**src/rtl/wdt_pkg.sv**
```systemverilog
package wdt_pkg;
    localparam int BYTE_W  = 8;
    localparam int CSEL_W  = 3;
    localparam logic [BYTE_W-1:0] CNT_KEY = 8'h5A;
    localparam logic [BYTE_W-1:0] CSR_KEY = 8'hA5;

    typedef enum logic {
        REG_CNT = 1'b0,
        REG_CSR = 1'b1
    } reg_sel_e;

    typedef struct packed {
        logic              flag;
        logic              en;
        logic [CSEL_W-1:0] csel;
    } csr_t;

    typedef struct packed {
        logic              cnt_ld;
        logic              csr_ld;
        logic [BYTE_W-1:0] val;
    } wr_req_t;

    function automatic logic [BYTE_W-1:0] csr_image(csr_t c);
        return {c.flag, 1'b0, c.en, 2'b00, c.csel};
    endfunction
endpackage

```
**src/rtl/wdt_keycheck.sv**
```systemverilog
module wdt_keycheck
    import wdt_pkg::*;
#(
    parameter int BUS_W = 16
) (
    input  logic             clk,
    input  logic             rst,
    input  logic             wr_en,
    input  logic             reg_addr,
    input  logic [BUS_W-1:0] wr_data,
    output wr_req_t          req
);
    localparam int KEY_LSB = BUS_W - BYTE_W;

    logic [BYTE_W-1:0] key_byte;
    reg_sel_e          target;

    always_comb begin
        key_byte   = wr_data[BUS_W-1:KEY_LSB];
        target     = reg_sel_e'(reg_addr);
        req.val    = wr_data[BYTE_W-1:0];
        req.cnt_ld = wr_en && (target == REG_CNT) && (key_byte == CNT_KEY);
        req.csr_ld = wr_en && (target == REG_CSR) && (key_byte == CSR_KEY);
    end


    one_target_chk: assert property (@(posedge clk) disable iff (rst)
        $onehot0({req.cnt_ld, req.csr_ld}));

    no_strobe_idle_chk: assert property (@(posedge clk) disable iff (rst)
        !wr_en |-> !(req.cnt_ld || req.csr_ld));
endmodule

```
**src/rtl/wdt_prescaler.sv**
```systemverilog
module wdt_prescaler
    import wdt_pkg::*;
#(
    parameter int BASE_LOG2 = 5
) (
    input  logic              clk,
    input  logic              rst,
    input  logic              en,
    input  logic              restart,
    input  logic [CSEL_W-1:0] csel,
    output logic              tick
);
    localparam int PRE_W = BASE_LOG2 + (1 << CSEL_W) - 1;

    logic [PRE_W-1:0] pre_q;
    logic [PRE_W-1:0] mask;

    always_comb begin
        mask = (PRE_W'(1) << (BASE_LOG2 + int'(csel))) - PRE_W'(1);
        tick = en && !restart && ((pre_q & mask) == mask);
    end

    always_ff @(posedge clk) begin
        if (rst || restart) begin
            pre_q <= '0;
        end else if (en) begin
            pre_q <= pre_q + PRE_W'(1);
        end
    end


    tick_needs_en_chk: assert property (@(posedge clk) disable iff (rst)
        tick |-> en);

    restart_zero_chk: assert property (@(posedge clk) disable iff (rst)
        restart |=> (pre_q == '0));
endmodule

```
**src/rtl/wdt_counter.sv**
```systemverilog
module wdt_counter
    import wdt_pkg::*;
(
    input  logic              clk,
    input  logic              rst,
    input  logic              ld,
    input  logic [BYTE_W-1:0] ld_val,
    input  logic              tick,
    output logic [BYTE_W-1:0] cnt,
    output logic              wrap_evt,
    output logic              wrap_q
);
    assign wrap_evt = tick && !ld && (cnt == '1);

    always_ff @(posedge clk) begin
        if (rst) begin
            cnt    <= '0;
            wrap_q <= 1'b0;
        end else begin
            wrap_q <= wrap_evt;
            if (ld) begin
                cnt <= ld_val;
            end else if (tick) begin
                cnt <= cnt + 1'b1;
            end
        end
    end


    wrap_zero_chk: assert property (@(posedge clk) disable iff (rst)
        wrap_q |-> (cnt == '0));

    single_pulse_chk: assert property (@(posedge clk) disable iff (rst)
        wrap_q |=> !wrap_q);

    load_value_chk: assert property (@(posedge clk) disable iff (rst)
        ld |=> (cnt == $past(ld_val)));

    hold_chk: assert property (@(posedge clk) disable iff (rst)
        (!ld && !tick) |=> $stable(cnt));
endmodule

```
**src/rtl/keyed_wdt.sv**
```systemverilog
module keyed_wdt
    import wdt_pkg::*;
#(
    parameter int BUS_W     = 16,
    parameter int BASE_LOG2 = 5
) (
    input  logic             clk,
    input  logic             rst,
    input  logic             wr_en,
    input  logic             reg_addr,
    input  logic [BUS_W-1:0] wr_data,
    output logic [7:0]       rd_data,
    output logic             ovf_pulse
);
    wr_req_t           req;
    csr_t              csr_q;
    logic              tick;
    logic              wrap_evt;
    logic [BYTE_W-1:0] cnt;

    wdt_keycheck #(.BUS_W(BUS_W)) u_key (
        .clk      (clk),
        .rst      (rst),
        .wr_en    (wr_en),
        .reg_addr (reg_addr),
        .wr_data  (wr_data),
        .req      (req)
    );

    wdt_prescaler #(.BASE_LOG2(BASE_LOG2)) u_pre (
        .clk     (clk),
        .rst     (rst),
        .en      (csr_q.en),
        .restart (req.cnt_ld),
        .csel    (csr_q.csel),
        .tick    (tick)
    );

    wdt_counter u_cnt (
        .clk      (clk),
        .rst      (rst),
        .ld       (req.cnt_ld),
        .ld_val   (req.val),
        .tick     (tick),
        .cnt      (cnt),
        .wrap_evt (wrap_evt),
        .wrap_q   (ovf_pulse)
    );

    always_ff @(posedge clk) begin
        if (rst) begin
            csr_q <= '0;
        end else begin
            if (req.csr_ld) begin
                csr_q.csel <= req.val[CSEL_W-1:0];
                csr_q.en   <= req.val[5];
                csr_q.flag <= (csr_q.flag && req.val[7]) || wrap_evt;
            end else if (wrap_evt) begin
                csr_q.flag <= 1'b1;
            end
        end
    end

    always_comb begin
        if (reg_sel_e'(reg_addr) == REG_CSR) begin
            rd_data = csr_image(csr_q);
        end else begin
            rd_data = cnt;
        end
    end


    flag_with_pulse_chk: assert property (@(posedge clk) disable iff (rst)
        ovf_pulse |-> csr_q.flag);

    csr_guard_chk: assert property (@(posedge clk) disable iff (rst)
        (!req.csr_ld && !wrap_evt) |=> $stable(csr_q));

    flag_no_set_chk: assert property (@(posedge clk) disable iff (rst)
        (!csr_q.flag && !wrap_evt) |=> !csr_q.flag);
endmodule

```
**config.mk**
```make
export PLATFORM = sky130hd
export DESIGN_NAME = keyed_wdt
export DESIGN_NICKNAME = d
export VERILOG_FILES = /design/src/rtl/wdt_pkg.sv /design/src/rtl/wdt_keycheck.sv /design/src/rtl/wdt_prescaler.sv /design/src/rtl/wdt_counter.sv /design/src/rtl/keyed_wdt.sv
export SDC_FILE = /design/constraint.sdc
export NUM_CORES = 1
export LEC_CHECK = 0
export CAP_MARGIN = 10
export CORE_UTILIZATION = 50
export DETAILED_ROUTE_END_ITERATION = 7
export PLACE_DENSITY = 0.78
export SKIP_LAST_GASP = 1
export SLEW_MARGIN = 20
export SYNTH_ARGS = -nofsm -noshare
export SYNTH_HDL_FRONTEND = slang
export SYNTH_SLANG_ARGS = --single-unit
```
**constraint.sdc**
```tcl
create_clock -name clk -period 2.9 [get_ports clk]
set_input_delay 0.58 -clock clk [delete_from_list [all_inputs] [get_ports clk]]
set_output_delay 0.58 -clock clk [all_outputs]
set_load 0.01 [all_outputs]
```
==> results of run 1 <==
worst max-delay path, stage by stage:
cell                              delay, ns
sky130_fd_sc_hd__clkdlybuf4s50_1       0.74
sky130_fd_sc_hd__mux2_2                0.40
sky130_fd_sc_hd__clkdlybuf4s50_1       0.48
worst min path at each step:
stage                                     start                     to  slack, ns  depth (start not counted)
after CTS                 csr_q[4]$_SDFFE_PP0P_  csr_q[4]$_SDFFE_PP0P_       0.52                          2
after global placement    csr_q[4]$_SDFFE_PP0P_  csr_q[4]$_SDFFE_PP0P_       0.48                          2
after floorplan           csr_q[4]$_SDFFE_PP0P_  csr_q[4]$_SDFFE_PP0P_       0.45                          2
final                     csr_q[4]$_SDFFE_PP0P_  csr_q[4]$_SDFFE_PP0P_       0.51                          2
after global routing      csr_q[4]$_SDFFE_PP0P_  csr_q[4]$_SDFFE_PP0P_       0.53                          2
after detailed placement  csr_q[4]$_SDFFE_PP0P_  csr_q[4]$_SDFFE_PP0P_       0.50                          2
cell usage in the layout (no fill, tap or decap), types with 6 or more instances in the layout:
| master | instances |
|---|---|
| sky130_fd_sc_hd__nand2_1 | 9 |
| sky130_fd_sc_hd__clkdlybuf4s50_1 | 28 |
| sky130_fd_sc_hd__mux2i_1 | 6 |
| sky130_fd_sc_hd__o21ai_0 | 6 |
| sky130_fd_sc_hd__xor2_1 | 7 |
| sky130_fd_sc_hd__nor2_1 | 28 |
| sky130_fd_sc_hd__a311oi_1 | 6 |
| sky130_fd_sc_hd__dfxtp_1 | 26 |
registers in the layout, summed over array words and instances, names as in the netlist:
signal and cells:
u_pre.pre_q 12, u_cnt.cnt 8, csr_q 5, u_cnt.wrap_q 1
kinds of logic after synthesis:
logic type,count (synthesis),share of synthesized area
fa+ha+maj,3,0.0269
mux,11,0.0833
compound gates,20,0.106
xor+xnor,12,0.0753
buf+inv,8,0.0287
flops,26,0.373
simple gates,75,0.307
routing by layer:
| metal | GRT usage | routed length [um] |
|---|---|---|
| met5 | 0 | 0 |
| met4 | 0.0983 | 13 |
| met3 | 0.0306 | 130 |
| met2 | 0.388 | 1470 |
| met1 | 0.256 | 1400 |
layout make-up:
type,count,area [sq um]
repair buffers,31,303
clock buffers,4,36.3
inverters,2,7.51
flip-flops and latches,26,520
multi-input cells,121,836
well taps,30,37.5
fillers,225,827
through the flow:
step | worst slack (ns) | hold slack [ns] | utilization | total power [uW] | cells
CTS | 0.137 | 0.517 | 0.678 | 592 | 214
floorplan | 0.983 | 0.450 | - | 377 | 155
global route | 0.0758 | 0.534 | 0.678 | 604 | 214
global placement | 0.185 | 0.476 | 0.664 | 407 | 210
detailed placement | 0.149 | 0.498 | 0.664 | 408 | 210
finish | 0.122 | 0.514 | 0.678 | 583 | 214
power by group:
| group | internal (uW) | switching [uW] |
|---|---|---|
| Clock | 76.7 | 105 |
| Sequential | 357 | 0.254 |
| Combinational | 27.9 | 15.1 |
==> results.yml, run 1 <==
synthesis:
  syn_avg_cell_area_sq_um: 9.01
  yosys_warnings: 0
  number_of_flops_mapped_to_enable_cells_by_yosys: 0
  synthCells: 155
  ys_seq_elements: 26
  synth_top_area_share: 0.373
  synth_top_flop_cell: "sky130_fd_sc_hd__dfxtp_1"
  seq_area_frac_synth: 0.373
  post-synth-top-count-cell: "sky130_fd_sc_hd__nor2_1"
  synthesis.nets: 178
  async_flop_share: 0
  commonest_cells_in_the_synthesized_netlist: "sky130_fd_sc_hd__nor2_1, sky130_fd_sc_hd__dfxtp_1, sky130_fd_sc_hd__nand2_1"
  synth_largest_area_cell: "sky130_fd_sc_hd__dfxtp_1"
  top_cells_by_area_in_the_synthesized_netlist: "sky130_fd_sc_hd__dfxtp_1, sky130_fd_sc_hd__nor2_1, sky130_fd_sc_hd__xor2_1"
  netlist-cell-type-count: 39
  syn-cell-area_sq_um: 1400
power_and_ir_drop:
  p_per_area_nw_per_um2: 335
  leakagePower_uw: 0.000605
  ir_drop_mv: 0.285
clock_network:
  cts_setup_buffers: 0
  max-clock-path-buffers: 2
  htree_levels: 1
  clkLatencyLatePin_ns: 0.32
  cts_buffers: 3
  clock-root-buffer: "sky130_fd_sc_hd__clkbuf_4"
  post_cts_hold_buffer_count: 0
  cts_repair_resize_count: 0
  clkSinkCount: 26
  cts_tree: "yes"
  clk_pin_slew_ns: 0.14
placed_design:
  dp_hpwl_um: 2240
  placed_area_sq_um: 1700
  globalplace.congestion: 0.761
  io_buffer_count: 28
floorplan:
  pin_count: 29
  area_inside_the_core_boundary_sq_um: 2570
  dieArea_sq_um: 3010
  die_h_um: 54.8
  floorplan.initialDensity: 0.544
  row_cnt: 18
  die_width_um: 54.8
sta:
  setup-violations-final: 0
  timing.setup.tns_ns: 0
  maxSlewHeadroom: 0.701
  timing_worst_slew_pin_value_ns: 0.448
  final_hold_viol_count: 0
  rsz0062_at_grt: "no"
  timing.final.crit_period_ns: 2.78
  timing.fmax_mhz: 360
  slew_viol_final: 0
  min_period_over_period: 0.958
  finalClockSkew_ns: 0.00939
worst_setup_path:
  path_type_of_the_worst_setup_path: "in2out"
  r2r_end: "csr_q[4]$_SDFFE_PP0P_"
  critical_path.startpoint: "reg_addr"
  cp-start-kind: "primary input"
  setup.worst_path.end_class: "primary output"
  worst_r2r_startpoint: "u_pre.pre_q[0]$_SDFFE_PP0P_"
  critPathArrivalTime_ns: 2.20
  setup.reg_to_reg.worst_slack_ns: 0.84
  critical_path.endpoint: "rd_data[1]"
  worst_reg_to_reg_path_cell_count: 6
  critPathRequiredTime_ns: 2.32
  cp_max_fo: 10
final_layout:
  number_of_antenna_cells_inserted: 0
  finish.instance_area_sq_um: 1740
  area_delta_synth_final_pct: 24.6
  nNetsFinal: 208
  drive_above_1_share: 0.103
routing:
  antenna_left: 0
  drtIter0Drc: 23
  route.detailed.wl_per_inst_um: 14.1
  drt-vias-per-instance: 5.65
  detailedRoute.firstPassIterationCount: 4
  vias: 1210
  routed_wirelength_um: 3020
  remaining_drc_errors: 0
global_routing:
  grt_overflow_total: 0
  antenna_found_initial: 0
  grt_pass1_wl_um: 4650
  via_count_of_the_first_global_routing_pass: 1137
  grt_start_max_net_pins: 16
  total_global_route_track_usage: 0.219
min_path:
  hp-class: "reg2reg"
run_status:
  outcome: "finished clean"
job:
  max-cap-violations: 0
No activity file was read; power rests on OpenSTA's default activity.
==> run 2: changes to the inputs <==
--- a/config.mk
+++ b/config.mk
@@ -5,6 +5,7 @@
 export SDC_FILE = /design/constraint.sdc
 export NUM_CORES = 1
 export LEC_CHECK = 0
+export ABC_CLOCK_PERIOD_IN_PS = 2900
 export CAP_MARGIN = 10
 export CORE_UTILIZATION = 50
 export DETAILED_ROUTE_END_ITERATION = 7
==> results of run 2 <==
The final DEF is identical to that of run 1; final timing and power are the same.
